<file path="config.mk">
export PLATFORM = sky130hd
export DESIGN_NAME = sar_conv_seq
export DESIGN_NICKNAME = d
export VERILOG_FILES = /design/src/rtl/sar_pkg.sv /design/src/rtl/sar_clkdiv.sv /design/src/rtl/sar_trig.sv /design/src/rtl/sar_pick.sv /design/src/rtl/sar_engine.sv /design/src/rtl/sar_results.sv /design/src/rtl/sar_conv_seq.sv
export SDC_FILE = /design/constraint.sdc
export NUM_CORES = 1
export LEC_CHECK = 0
export ABC_AREA = 1
export BUFFER_PORTS_ARGS = -buffer_cell sky130_fd_sc_hd__buf_4
export CAP_MARGIN = 0
export CORE_MARGIN = 2
export CORE_UTILIZATION = 42
export CTS_BUF_LIST = sky130_fd_sc_hd__clkbuf_4 sky130_fd_sc_hd__clkbuf_8
export CTS_CLUSTER_DIAMETER = 40
export DETAILED_ROUTE_END_ITERATION = 12
export PLACE_DENSITY = 0.62
export SYNTH_ARGS = -nofsm -noshare
export SYNTH_HDL_FRONTEND = slang
export SYNTH_HIERARCHICAL = 1
export SYNTH_SLANG_ARGS = --single-unit
</file>
<file path="constraint.sdc">
create_clock -name clk -period 4.7 [get_ports clk]
set_clock_uncertainty 0.2 [all_clocks]
set_input_delay 0.47 -clock clk [delete_from_list [all_inputs] [get_ports clk]]
set_output_delay 0.47 -clock clk [all_outputs]
set_load 0.005 [all_outputs]
</file>
<file path="src/rtl/sar_pkg.sv">
package sar_pkg;
   localparam int ADDR_W = 4;
   localparam int DATA_W = 32;

   localparam logic [ADDR_W-1:0] A_CTRL  = 4'h0;
   localparam logic [ADDR_W-1:0] A_IMASK = 4'h1;
   localparam logic [ADDR_W-1:0] A_STAT  = 4'h2;

   // control word field positions
   localparam int F_DIV_LSB  = 8;
   localparam int F_BURST    = 16;
   localparam int F_PON      = 17;
   localparam int F_MODE_LSB = 18;
   localparam int F_POL      = 20;

   // status word field positions
   localparam int S_OVR_LSB = 8;
   localparam int S_BUSY    = 16;
   localparam int S_IRQ     = 17;

   // result slot flag positions
   localparam int R_OVR  = 30;
   localparam int R_DONE = 31;

   typedef enum logic [1:0] {
      ST_IDLE = 2'b00,
      ST_NOW  = 2'b01,
      ST_PIN  = 2'b10,
      ST_TMR  = 2'b11
   } start_mode_e;
endpackage

</file>
<file path="src/rtl/sar_clkdiv.sv">
module sar_clkdiv #(
   parameter int DIV_W = 8
) (
   input  logic             clk,
   input  logic             rst_n,
   input  logic             run,
   input  logic [DIV_W-1:0] div,
   output logic             tick
);
   logic [DIV_W-1:0] pre;

   always_ff @(posedge clk or negedge rst_n) begin
      if (!rst_n)          pre <= '0;
      else if (!run)       pre <= '0;
      else if (pre == div) pre <= '0;
      else                 pre <= pre + 1'b1;
   end

   assign tick = run && (pre == div);
endmodule

</file>
<file path="src/rtl/sar_trig.sv">
module sar_trig #(
   parameter bit SYNC = 1'b1
) (
   input  logic clk,
   input  logic rst_n,
   input  logic in_raw,
   input  logic falling,
   output logic edge_o
);
   logic s_in;
   logic prev;

   generate
      if (SYNC) begin : g_sync
         logic meta;
         always_ff @(posedge clk or negedge rst_n) begin
            if (!rst_n) meta <= 1'b0;
            else        meta <= in_raw;
         end
         assign s_in = meta;
      end else begin : g_direct
         assign s_in = in_raw;
      end
   endgenerate

   always_ff @(posedge clk or negedge rst_n) begin
      if (!rst_n) prev <= 1'b0;
      else        prev <= s_in;
   end

   assign edge_o = falling ? (prev & ~s_in) : (~prev & s_in);
endmodule

</file>
<file path="src/rtl/sar_pick.sv">
module sar_pick #(
   parameter int NCH = 8,
   localparam int CH_W = $clog2(NCH)
) (
   input  logic [NCH-1:0]  mask,
   input  logic [CH_W-1:0] last,
   output logic [CH_W-1:0] nxt,
   output logic            any
);
   always_comb begin
      logic [CH_W-1:0] idx;
      nxt = last;
      any = 1'b0;
      for (int i = 1; i <= NCH; i++) begin
         idx = last + CH_W'(i);
         if (!any && mask[idx]) begin
            any = 1'b1;
            nxt = idx;
         end
      end
   end
endmodule

</file>
<file path="src/rtl/sar_engine.sv">
module sar_engine #(
   parameter int RES_W = 12,
   parameter int FRAME = 65,
   localparam int CNT_W = $clog2(FRAME)
) (
   input  logic             clk,
   input  logic             rst_n,
   input  logic             start,
   input  logic             abort,
   input  logic             tick,
   input  logic             cmp_in,
   output logic             busy,
   output logic             fin,
   output logic [RES_W-1:0] code,
   output logic [RES_W-1:0] result
);
   localparam logic [RES_W-1:0] TOP_BIT = {1'b1, {(RES_W-1){1'b0}}};

   logic [CNT_W-1:0] tcnt;
   logic [RES_W-1:0] appr;

   function automatic logic [RES_W-1:0] sar_step(input logic [RES_W-1:0] a,
                                                 input logic [CNT_W-1:0] t,
                                                 input logic keep);
      logic [RES_W-1:0] r;
      r = a;
      for (int i = 0; i < RES_W; i++) begin
         if (CNT_W'(RES_W - 1 - i) == t && !keep) r[i] = 1'b0;
      end
      for (int i = 0; i < RES_W - 1; i++) begin
         if (CNT_W'(RES_W - 2 - i) == t) r[i] = 1'b1;
      end
      return r;
   endfunction

   always_ff @(posedge clk or negedge rst_n) begin
      if (!rst_n) begin
         busy <= 1'b0;
         tcnt <= '0;
         appr <= '0;
      end else if (abort) begin
         busy <= 1'b0;
         tcnt <= '0;
         appr <= '0;
      end else if (start && !busy) begin
         busy <= 1'b1;
         tcnt <= '0;
         appr <= TOP_BIT;
      end else if (busy && tick) begin
         if (tcnt == CNT_W'(FRAME - 1)) begin
            busy <= 1'b0;
            tcnt <= '0;
         end else begin
            tcnt <= tcnt + 1'b1;
         end
         if (tcnt < CNT_W'(RES_W)) appr <= sar_step(appr, tcnt, cmp_in);
      end
   end

   assign fin    = busy && tick && (tcnt == CNT_W'(FRAME - 1));
   assign code   = busy ? appr : '0;
   assign result = appr;
endmodule

</file>
<file path="src/rtl/sar_results.sv">
module sar_results #(
   parameter int NCH   = 8,
   parameter int RES_W = 12,
   localparam int CH_W = $clog2(NCH)
) (
   input  logic                      clk,
   input  logic                      rst_n,
   input  logic                      wr_en,
   input  logic [CH_W-1:0]           wr_ch,
   input  logic [RES_W-1:0]          wr_data,
   input  logic                      clr_en,
   input  logic [CH_W-1:0]           clr_ch,
   output logic [NCH-1:0][RES_W-1:0] res,
   output logic [NCH-1:0]            done,
   output logic [NCH-1:0]            ovr
);
   generate
      for (genvar c = 0; c < NCH; c++) begin : g_ch
         always_ff @(posedge clk or negedge rst_n) begin
            if (!rst_n) begin
               res[c]  <= '0;
               done[c] <= 1'b0;
               ovr[c]  <= 1'b0;
            end else if (wr_en && wr_ch == CH_W'(c)) begin
               res[c]  <= wr_data;
               done[c] <= 1'b1;
               ovr[c]  <= ovr[c] | done[c];
            end else if (clr_en && clr_ch == CH_W'(c)) begin
               done[c] <= 1'b0;
               ovr[c]  <= 1'b0;
            end
         end
      end
   endgenerate
endmodule

</file>
<file path="src/rtl/sar_conv_seq.sv">
module sar_conv_seq
   import sar_pkg::*;
#(
   parameter int NCH       = 8,
   parameter int RES_W     = 12,
   parameter int DIV_W     = 8,
   parameter int FRAME     = 65,
   parameter bit TRIG_SYNC = 1'b1,
   localparam int CH_W = $clog2(NCH)
) (
   input  logic              clk,
   input  logic              rst_n,
   input  logic              pwr_gate,
   input  logic              reg_we,
   input  logic              reg_re,
   input  logic [ADDR_W-1:0] reg_addr,
   input  logic [DATA_W-1:0] reg_wdata,
   output logic [DATA_W-1:0] reg_rdata,
   input  logic              cmp_in,
   output logic [RES_W-1:0]  dac_code,
   output logic [CH_W-1:0]   chan_sel,
   input  logic              trig_pin,
   input  logic              trig_match,
   output logic              irq
);
   // elaboration-time parameter checks
   generate
      if (NCH < 2 || NCH > 8 || (NCH & (NCH - 1)) != 0) begin : g_bad_nch
         $error("NCH must be a power of two from 2 to 8");
      end
      if (DIV_W < 1 || DIV_W > 8) begin : g_bad_div
         $error("DIV_W must be from 1 to 8");
      end
      if (RES_W < 2 || RES_W > 16) begin : g_bad_res
         $error("RES_W must be from 2 to 16");
      end
      if (FRAME <= RES_W) begin : g_bad_frame
         $error("FRAME must exceed RES_W");
      end
   endgenerate

   // control state
   logic [NCH-1:0]   mask_q;
   logic [DIV_W-1:0] div_q;
   logic             burst_q;
   logic             pon_q;
   start_mode_e      mode_q;
   logic             pol_q;
   logic [NCH-1:0]   imask_q;
   logic [CH_W-1:0]  last_ch;
   logic [CH_W-1:0]  cur_ch;

   logic wr_ctrl, wr_imask;
   logic enabled;
   start_mode_e wmode;
   logic unused_wbits;

   assign wr_ctrl  = reg_we && (reg_addr == A_CTRL);
   assign wr_imask = reg_we && (reg_addr == A_IMASK);
   assign enabled  = pwr_gate && pon_q;
   assign wmode    = start_mode_e'(reg_wdata[F_MODE_LSB +: 2]);
   assign unused_wbits = ^{reg_wdata[DATA_W-1:F_POL+1]};

   always_ff @(posedge clk or negedge rst_n) begin
      if (!rst_n) begin
         mask_q  <= '0;
         div_q   <= '0;
         burst_q <= 1'b0;
         pon_q   <= 1'b0;
         mode_q  <= ST_IDLE;
         pol_q   <= 1'b0;
         imask_q <= '0;
      end else begin
         if (wr_ctrl) begin
            mask_q  <= reg_wdata[NCH-1:0];
            div_q   <= reg_wdata[F_DIV_LSB +: DIV_W];
            burst_q <= reg_wdata[F_BURST];
            pon_q   <= reg_wdata[F_PON] & pwr_gate;
            mode_q  <= (wmode == ST_NOW) ? ST_IDLE : wmode;
            pol_q   <= reg_wdata[F_POL];
         end
         if (!pwr_gate) pon_q <= 1'b0;
         if (wr_imask) imask_q <= reg_wdata[NCH-1:0];
      end
   end

   // triggers
   logic pin_edge, tmr_edge;

   sar_trig #(.SYNC(TRIG_SYNC)) u_trig_pin (
      .clk(clk), .rst_n(rst_n), .in_raw(trig_pin), .falling(pol_q), .edge_o(pin_edge)
   );
   sar_trig #(.SYNC(TRIG_SYNC)) u_trig_tmr (
      .clk(clk), .rst_n(rst_n), .in_raw(trig_match), .falling(pol_q), .edge_o(tmr_edge)
   );

   // channel choice
   logic [NCH-1:0]  pick_mask;
   logic [CH_W-1:0] pick_from;
   logic [CH_W-1:0] pick_ch;
   logic            pick_any;

   assign pick_mask = wr_ctrl ? reg_wdata[NCH-1:0] : mask_q;
   assign pick_from = (burst_q && !wr_ctrl) ? last_ch : {CH_W{1'b1}};

   sar_pick #(.NCH(NCH)) u_pick (
      .mask(pick_mask), .last(pick_from), .nxt(pick_ch), .any(pick_any)
   );

   // start arbitration
   logic busy, fin, tick, go;
   logic sw_go, pin_go, tmr_go, burst_go;
   logic [RES_W-1:0] conv_res;

   assign sw_go    = wr_ctrl && (wmode == ST_NOW) && !reg_wdata[F_BURST];
   assign pin_go   = !wr_ctrl && !burst_q && (mode_q == ST_PIN) && pin_edge;
   assign tmr_go   = !wr_ctrl && !burst_q && (mode_q == ST_TMR) && tmr_edge;
   assign burst_go = !wr_ctrl && burst_q;
   assign go       = enabled && !busy && pick_any && (sw_go || pin_go || tmr_go || burst_go);

   always_ff @(posedge clk or negedge rst_n) begin
      if (!rst_n) begin
         last_ch <= {CH_W{1'b1}};
         cur_ch  <= '0;
      end else if (go) begin
         last_ch <= pick_ch;
         cur_ch  <= pick_ch;
      end
   end

   sar_clkdiv #(.DIV_W(DIV_W)) u_div (
      .clk(clk), .rst_n(rst_n), .run(busy), .div(div_q), .tick(tick)
   );

   sar_engine #(.RES_W(RES_W), .FRAME(FRAME)) u_eng (
      .clk(clk), .rst_n(rst_n), .start(go), .abort(!enabled), .tick(tick),
      .cmp_in(cmp_in), .busy(busy), .fin(fin), .code(dac_code), .result(conv_res)
   );

   // result slots
   logic [NCH-1:0][RES_W-1:0] res_a;
   logic [NCH-1:0]            done_v;
   logic [NCH-1:0]            ovr_v;
   logic                      in_res;
   logic [CH_W-1:0]           rsel;

   assign in_res = reg_addr[ADDR_W-1];
   assign rsel   = reg_addr[CH_W-1:0];

   sar_results #(.NCH(NCH), .RES_W(RES_W)) u_res (
      .clk(clk), .rst_n(rst_n),
      .wr_en(fin), .wr_ch(cur_ch), .wr_data(conv_res),
      .clr_en(reg_re && in_res), .clr_ch(rsel),
      .res(res_a), .done(done_v), .ovr(ovr_v)
   );

   assign irq      = |(done_v & imask_q);
   assign chan_sel = cur_ch;

   // read mux
   always_comb begin
      reg_rdata = '0;
      if (in_res) begin
         reg_rdata[RES_W-1:0] = res_a[rsel];
         reg_rdata[R_OVR]     = ovr_v[rsel];
         reg_rdata[R_DONE]    = done_v[rsel];
      end else begin
         case (reg_addr)
            A_CTRL: begin
               reg_rdata[NCH-1:0]            = mask_q;
               reg_rdata[F_DIV_LSB +: DIV_W] = div_q;
               reg_rdata[F_BURST]            = burst_q;
               reg_rdata[F_PON]              = pon_q;
               reg_rdata[F_MODE_LSB +: 2]    = mode_q;
               reg_rdata[F_POL]              = pol_q;
            end
            A_IMASK: reg_rdata[NCH-1:0] = imask_q;
            A_STAT: begin
               reg_rdata[NCH-1:0]        = done_v;
               reg_rdata[S_OVR_LSB +: NCH] = ovr_v;
               reg_rdata[S_BUSY]         = busy;
               reg_rdata[S_IRQ]          = irq;
            end
            default: reg_rdata = '0;
         endcase
      end
   end
endmodule

</file>
After elaboration in Yosys (flattened, before gate mapping)
Cells that the tools add are included.

operators by class
  add/sub/neg operators = 9
  magnitude comparators = 10
  equal/unequal tests = 48
  muxes and demuxes = 113
  bitwise logic cells = 18
  reductions and logical operators = 95

operator list
  cell                                                  number
  2-to-1 mux 12 bit                                     7
  2-to-1 mux 1 bit                                      73
  logical AND 1 bit                                     54
  != test 4 x 1 -> 1 bit (second input constant)        11
  binary-select mux 12 bit (select 3 bit)               1
  < comparator 3 x 4 -> 1 bit (second input constant)   9
  AND reduction 3 bit                                   12
  binary-select mux 1 bit (select 3 bit)                10
  2-to-1 mux 3 bit                                      10
  equality test 3 x 7 -> 1 bit (first input constant)   4
  equality test 4 x 7 -> 1 bit (first input constant)   4
  2-to-1 mux 7 bit                                      4
  equality test 3 bit (second input constant)           8
  2-to-1 mux 8 bit                                      3
  one-hot mux 8 bit (3 select lines)                    1
  one-hot mux 10 bit (2 select lines)                   1
  nonzero test 2 bit                                    8
  equality test 2 x 7 -> 1 bit (first input constant)   2
  adder 3 bit (second input constant)                   4
  equality test 3 x 2 -> 1 bit (second input constant)  4
  logical NOT 1 bit                                     12
  != test 3 x 1 -> 1 bit (second input constant)        4
  2-to-1 mux 9 bit                                      1
  adder 8 x 1 -> 8 bit (second input constant)          1
  other kinds (24)                                      45

word-level totals
  bits in registers = 179
  input bits = 44
  output and inout port bits = 48
  logic and storage cells = 345

Depth between registers and ports, before layout
  depth after elaboration = 35
  gate-level depth with buffers = 31
  mapped depth without buffers = 28

Hierarchy
The synthesis kept the hierarchy.

modules (own cells, without submodules)
  module        instances  cells an instance  area an instance (µm²)  seq. area each (µm²)
  sar_results   1          535                4529.3                  2802.7
  sar_conv_seq  1          466                2937.8                  879.6
  sar_engine    1          226                1460.2                  500.5
  sar_pick      1          141                735.7                   0.0
  sar_clkdiv    1          71                 516.7                   200.2
  sar_trig      2          8                  75.1                    50.0

Least setup slack after synthesis
No wires, ideal clock.

  path type = input port to flip-flop
  start point = input reg_addr[2]
  end point = register u_eng.busy
  setup time = 0.117 ns
  data arrival time = 3.932 ns
  data required time = 4.383 ns
  slack = 0.451 ns
  stages on the path = 30
  buffers on the path = 4
  cell sequence = buf_6 -> nor2_4 -> buf_6 -> nand3_4 -> nand2_4 -> or2_2 -> buf_4 -> inv_2 -> ha_1 -> inv_1 -> nand3_1 -> nand2_1 -> nand2_1 -> nand2_1 -> inv_1 -> nor3_1 -> nand2_1 -> nor2_1 -> o211ai_1 -> nor3b_1 -> nand2_4 -> inv_1 -> inv_1 -> o21ai_4 -> inv_2 -> buf_6 -> nand2_2 -> nand2_1 -> nand2_1 -> nand2_1

between the ends
  cells in the longest elaborated chain, start to end = 35
  elaborated cells on any way between the ends = 69
  those cells by class = add/sub: 7; eq/ne: 2; mux: 28; reduce/logical: 32

RTL lines
  what                                                                  RTL line             RTL
  start: declaration                                                    sar_conv_seq.sv:16   input logic [ADDR_W-1:0] reg_addr,
  logical NOT 4 bit (*)                                                 sar_conv_seq.sv:58   assign wr_ctrl = reg_we && (reg_addr == A_CTRL);
  logical AND 1 bit (*)                                                 sar_conv_seq.sv:58
  logical NOT 1 bit (*)                                                 sar_conv_seq.sv:104  assign pick_from = (burst_q && !wr_ctrl) ? last_ch : {CH_W{1'b1}};
  logical AND 1 bit (*)                                                 sar_conv_seq.sv:104
  2-to-1 mux 3 bit (*)                                                  sar_conv_seq.sv:104
  via pick_from[0]                                                      sar_conv_seq.sv:99   logic [CH_W-1:0] pick_from;
  adder 3 x 1 -> 3 bit                                                  sar_pick.sv:15       idx = last + CH_W'(i);
  binary-select mux 1 bit (select 3 bit)                                sar_pick.sv:16       if (!any && mask[idx]) begin
  (+21 left out)                                                        --
  logical AND 1 bit                                                     sar_pick.sv:16
  2-to-1 mux 1 bit (*)                                                  sar_pick.sv:16
  via pick_any                                                          sar_conv_seq.sv:101  logic pick_any;
  logical AND 1 bit (*) (2 in a row)                                    sar_conv_seq.sv:119  assign go = enabled && !busy && pick_any && (sw_go || pin_go || tmr_go || burst_go);
  via go                                                                sar_conv_seq.sv:111  logic busy, fin, tick, go;
  logical AND 1 bit (*)                                                 sar_engine.sv:45     end else if (start && !busy) begin
  != test 3 x 1 -> 1 bit (no line) or 2-to-1 mux 1 bit (tied branches)  --
  AND reduction 2 bit (no line) or 2-to-1 mux 1 bit (tied branches)     --
  end signal: assignment                                                sar_engine.sv:42     busy <= 1'b0;
  end signal: assignment                                                sar_engine.sv:46     busy <= 1'b1;
  end signal: assignment                                                sar_engine.sv:51     busy <= 1'b0;
  end: declaration                                                      sar_engine.sv:12     output logic busy,

Mark *: on every way through the listed nets, which the timed path passes. The rest lies on a longest branch. The select of a mux whose other input is x is not followed.
A chain may end at the register's enable or synchronous reset.

Worst setup path after layout
  start point = register burst_q
  end point = register u_eng.tcnt[3]

between the ends
  cells in the longest elaborated chain, start to end = 32
  elaborated cells on any way between the ends = 62
  those cells by class = add/sub: 7; eq/ne: 1; mux: 27; reduce/logical: 27

RTL lines
  what                                    RTL line             RTL
  start: declaration                      sar_conv_seq.sv:45   logic burst_q;
  start signal: assignment                sar_conv_seq.sv:77   burst_q <= reg_wdata[F_BURST];
  logical AND 1 bit (*)                   sar_conv_seq.sv:104
  2-to-1 mux 3 bit (*)                    sar_conv_seq.sv:104
  via pick_from[1]                        sar_conv_seq.sv:99
  adder 3 x 1 -> 3 bit                    sar_pick.sv:15
  binary-select mux 1 bit (select 3 bit)  sar_pick.sv:16
  2-to-1 mux 1 bit (implied by the code)  sar_pick.sv:16
  2-to-1 mux 1 bit                        sar_pick.sv:16
  logical NOT 1 bit                       sar_pick.sv:16
  (+18 left out)                          --
  logical AND 1 bit                       sar_pick.sv:16
  2-to-1 mux 1 bit (*)                    sar_pick.sv:16
  via pick_any                            sar_conv_seq.sv:101
  logical AND 1 bit (*) (2 in a row)      sar_conv_seq.sv:119
  via go                                  sar_conv_seq.sv:111
  logical AND 1 bit (*)                   sar_engine.sv:45
  2-to-1 mux 7 bit                        sar_engine.sv:45
  2-to-1 mux 7 bit                        sar_engine.sv:41     end else if (abort) begin
  end signal: assignment                  sar_engine.sv:54     tcnt <= tcnt + 1'b1;
  end: declaration                        sar_engine.sv:19     logic [CNT_W-1:0] tcnt;

Marked as above.

==> results.json <==
{
  "avgSynthCellArea_um2": 7.100,
  "dr.pass1.iters": 5,
  "dpl.hpwl_mm": 21.30,
  "fillers": 2501,
  "finalNetCount": 1566,
  "ys_types": 49,
  "path_max_fanout": 12,
  "rsz0062_at_grt": "no",
  "dr_total_vias": 9378,
  "final.min_clock_period_ps": 4054,
  "synth.top_cells.by_area": "dfrtp_1 43%, nand2_1 22%, nand3_1 6.7%",
  "drc_errors": 0,
  "core-area_mm2": 0.02425,
  "wl_mm": 30.36,
  "grt_usage_pct": 24.02,
  "path_clk_slew_ps": 90,
  "cellPowerDensity_mw_per_mm2": 358.9,
  "htree_levels": 4,
  "tritoncts": "yes",
  "setup_violations": 0,
  "arrival_ps": 4220,
  "ys_ff_latch": 179,
  "drive_gt1_share_pct": 13.43,
  "gp_congestion": 0.9136,
  "hold_class": "in2reg",
  "required_ps": 4870,
  "syn_area_mm2": 0.01033,
  "post_drt_wl_per_cell_um": 16.41,
  "p_int_mw": 2.624,
  "synth_area_leader_cell": "dfrtp_1",
  "power.share.combinational_pct": 30.2,
  "clkPwrFrac_pct": 27.5,
  "timing.final.crit_share_pct": 86.25,
  "io_buffers": 71,
  "numClockSinks": 179,
  "ys.warnings.count": 6,
  "row_count": 57,
  "n_antenna_cell": 0,
  "grt_pass1_vias": 8766,
  "p_sw_mw": 1.522,
  "syn_inst": 1455,
  "overflow": 0,
  "avgViaCountPerCell": 5.069,
  "boundaryPins": 92,
  "slew_viol_final": 0,
  "antenna_found_initial": 0,
  "outcome": "finished clean",
  "switching_share_pct": 36.72,
  "cts_buffers": 17,
  "max_clock_freq_mhz": 246.7,
  "clk_latency_ps": 470,
  "start_util_pct": 42.60,
  "instances_no_fill": 1850,
  "critPathLaunchType": "flip-flop",
  "cap_violations": 0,
  "peakVddDrop_v": 0.0002984,
  "cts_buffer_depth": 2,
  "cellLeakagePower_nw": 6.228,
  "dp_cells": 1807,
  "grt_max_degree": 92,
  "finalSetupTns_ps": 0,
  "power_frac_seq_pct": 42.3,
  "dieArea_mm2": 0.02586,
  "end_kind": "flip-flop",
  "yosysSeqAreaShare_pct": 43.40,
  "final_util_pct": 47.65,
  "drt_iter0_drc": 770,
  "die_w_um": 160.8,
  "crit_type": "reg2reg",
  "drtAntennaViolNets": 0,
  "grt_first_pass_wirelength_mm": 48.30,
  "tightestPinTransition_ps": 1150,
  "die_h_um": 160.8,
  "cts_root_buffer": "clkbuf_8",
  "syn2layout_area_growth_pct": 11.85,
  "relSlewSlack_pct": 23.06,
  "hold_viol_final": 0,
  "yosys.area.top_type_share_pct": 42.64
}
-- registers in the layout, indices dropped and copies added, names as in the netlist --
name / flops
u_res/ovr: 8
burst_q: 1
u_eng/tcnt: 7
pon_q: 1
u_res/res: 96
u_trig_tmr/g_sync.meta: 1
u_trig_tmr/prev: 1
u_trig_pin/prev: 1
div_q: 8
last_ch: 3
chan_sel: 3
pol_q: 1
u_res/done: 8
imask_q: 8
u_eng/busy: 1
mask_q: 8
u_trig_pin/g_sync.meta: 1
u_div/pre: 8
u_eng/result: 12
mode_q: 2
-- cell type report --
| class | instances | area, um2 | area share [%] |
|---|---|---|---|
| multi-input combinational | 1072 | 4890 | 42.32 |
| sequential | 179 | 4483 | 38.80 |
| timing repair buffer | 108 | 844.6 | 7.310 |
| inverter | 136 | 514.2 | 4.451 |
| tap | 324 | 405.4 | 3.509 |
| clock buffer | 19 | 261.5 | 2.263 |
| clock inverter | 12 | 155.1 | 1.343 |
-- metrics by stage --
| step | area, um2 | total power [mW] | worst slack [ps] | hold slack, ps |
|---|---|---|---|---|
| 2_1_floorplan | 10360 | 2.610 | 450.7 | -25.59 |
| 3_3_place_gp | 11010 | 3.026 | 91.21 | 181.6 |
| 3_5_place_dp | 11010 | 3.033 | 42.75 | 200.4 |
| 4_1_cts | 11550 | 4.172 | 409.5 | 4.082 |
| 5_1_grt | 11550 | 4.387 | 276.9 | 7.619 |
| 6_report | 11550 | 4.146 | 646.4 | 20.86 |
-- synth_stat cells (all sizes together) --
master / count
nor3b: 1
a22o: 2
nand4: 15
o21ai: 61
dfstp: 3
ha: 8
nand3: 147
nand2: 634
nand3b: 1
clkbuf: 16
nor2: 117
o21bai: 2
xnor2: 6
xor2: 6
a22oi: 2
o211ai: 4
dfrtp: 176
conb: 1
or2: 8
buf: 60
clkinv: 2
nor3: 7
o22ai: 5
a21oi: 37
inv: 134
-- what timing repair did --
item / 4_1_cts / 5_1_grt
setup buffers: 0 / 0
gates resized for setup: 0 / 1
setup endpoints to repair: 0 / 5
endpoints found under the hold margin: 99 / 0
hold buffers: 12 / 0
-- power by group through the flow --
stage / Clock (mW) / Combinational [mW] / Sequential, mW
floorplan: 0 / 0.868 / 1.74
global placement: 0 / 1.25 / 1.78
detailed placement: 0 / 1.25 / 1.78
CTS: 1.16 / 1.27 / 1.75
global route: 1.22 / 1.40 / 1.77
finish: 1.14 / 1.25 / 1.75
-- layout by cell type (no fill, tap or decap), drive strengths merged, types with 7 or more instances in the layout --
cell type    count
a21oi           37
buf             96
clkbuf          19
clkinv           7
conb             9
dfrtp          176
dlygate4sd3     12
ha               8
inv            136
nand2          634
nand3          147
nand4           15
nor2           117
nor3             7
o21ai           61
or2              8
-- worst paths after layout --
kind / start / end / slack [ps] / cells past startpoint
worst max-delay path: burst_q$_DFFE_PN0P_ / u_eng/tcnt[3]$_DFFE_PN0P_ / 650 / 24
worst min-delay path: reg_wdata[16] / burst_q$_DFFE_PN0P_ / 20 / 3
worst max register to register: burst_q$_DFFE_PN0P_ / u_eng/tcnt[3]$_DFFE_PN0P_ / 650 / 24
worst min register to register: u_trig_tmr/g_sync.meta$_DFF_PN0_ / u_trig_tmr/prev$_DFF_PN0_ / 210 / 0
max in group asynchronous: rst_n / last_ch[1]$_DFFE_PN1P_ / 2740 / 3
min in group asynchronous: rst_n / u_div/pre[5]$_DFF_PN0_ / 420 / 2
-- cell families (layout without fill, tap and decap cells) --
kind of cell / after synthesis / after routing / synth area share [%]
simple gates: 930 / 930 / 38.77
buf+inv: 212 / 275 / 9.605
flops: 179 / 179 / 43.40
compound gates: 113 / 113 / 6.056
xor+xnor: 12 / 12 / 1.163
fa+ha+maj: 8 / 8 / 0.9690
other cells: 1 / 9 / 0.03630
-- critical path, cell delays in order (launching register included) --
cell	delay (ps)
dfrtp_1	440
nand2_4	130
or2_2	330
inv_4	110
ha_1	290
inv_1	170
nand3_1	150
nand3_2	100
nand2_2	130
inv_2	70
nand3_2	90
nor3_1	60
nand2_1	60
nor2_1	50
o211ai_1	90
nor3b_2	370
nand2_4	120
inv_1	70
inv_1	70
o21ai_4	240
inv_2	90
nand2_2	210
inv_1	150
nand2_1	80
nand2_1	60
-- per-layer routing --
metal	wire length, um	vias to the layer above	global-route usage, %	part of all wire (%)
met3	1742	28	3.642	5.7
li1	-	4615	-	-
met4	463	0	6.128	1.5
met2	14520	249	39.40	48
met1	13630	4486	33.49	45
met5	0	-	0	0
(Power assumes the default switching activity.)
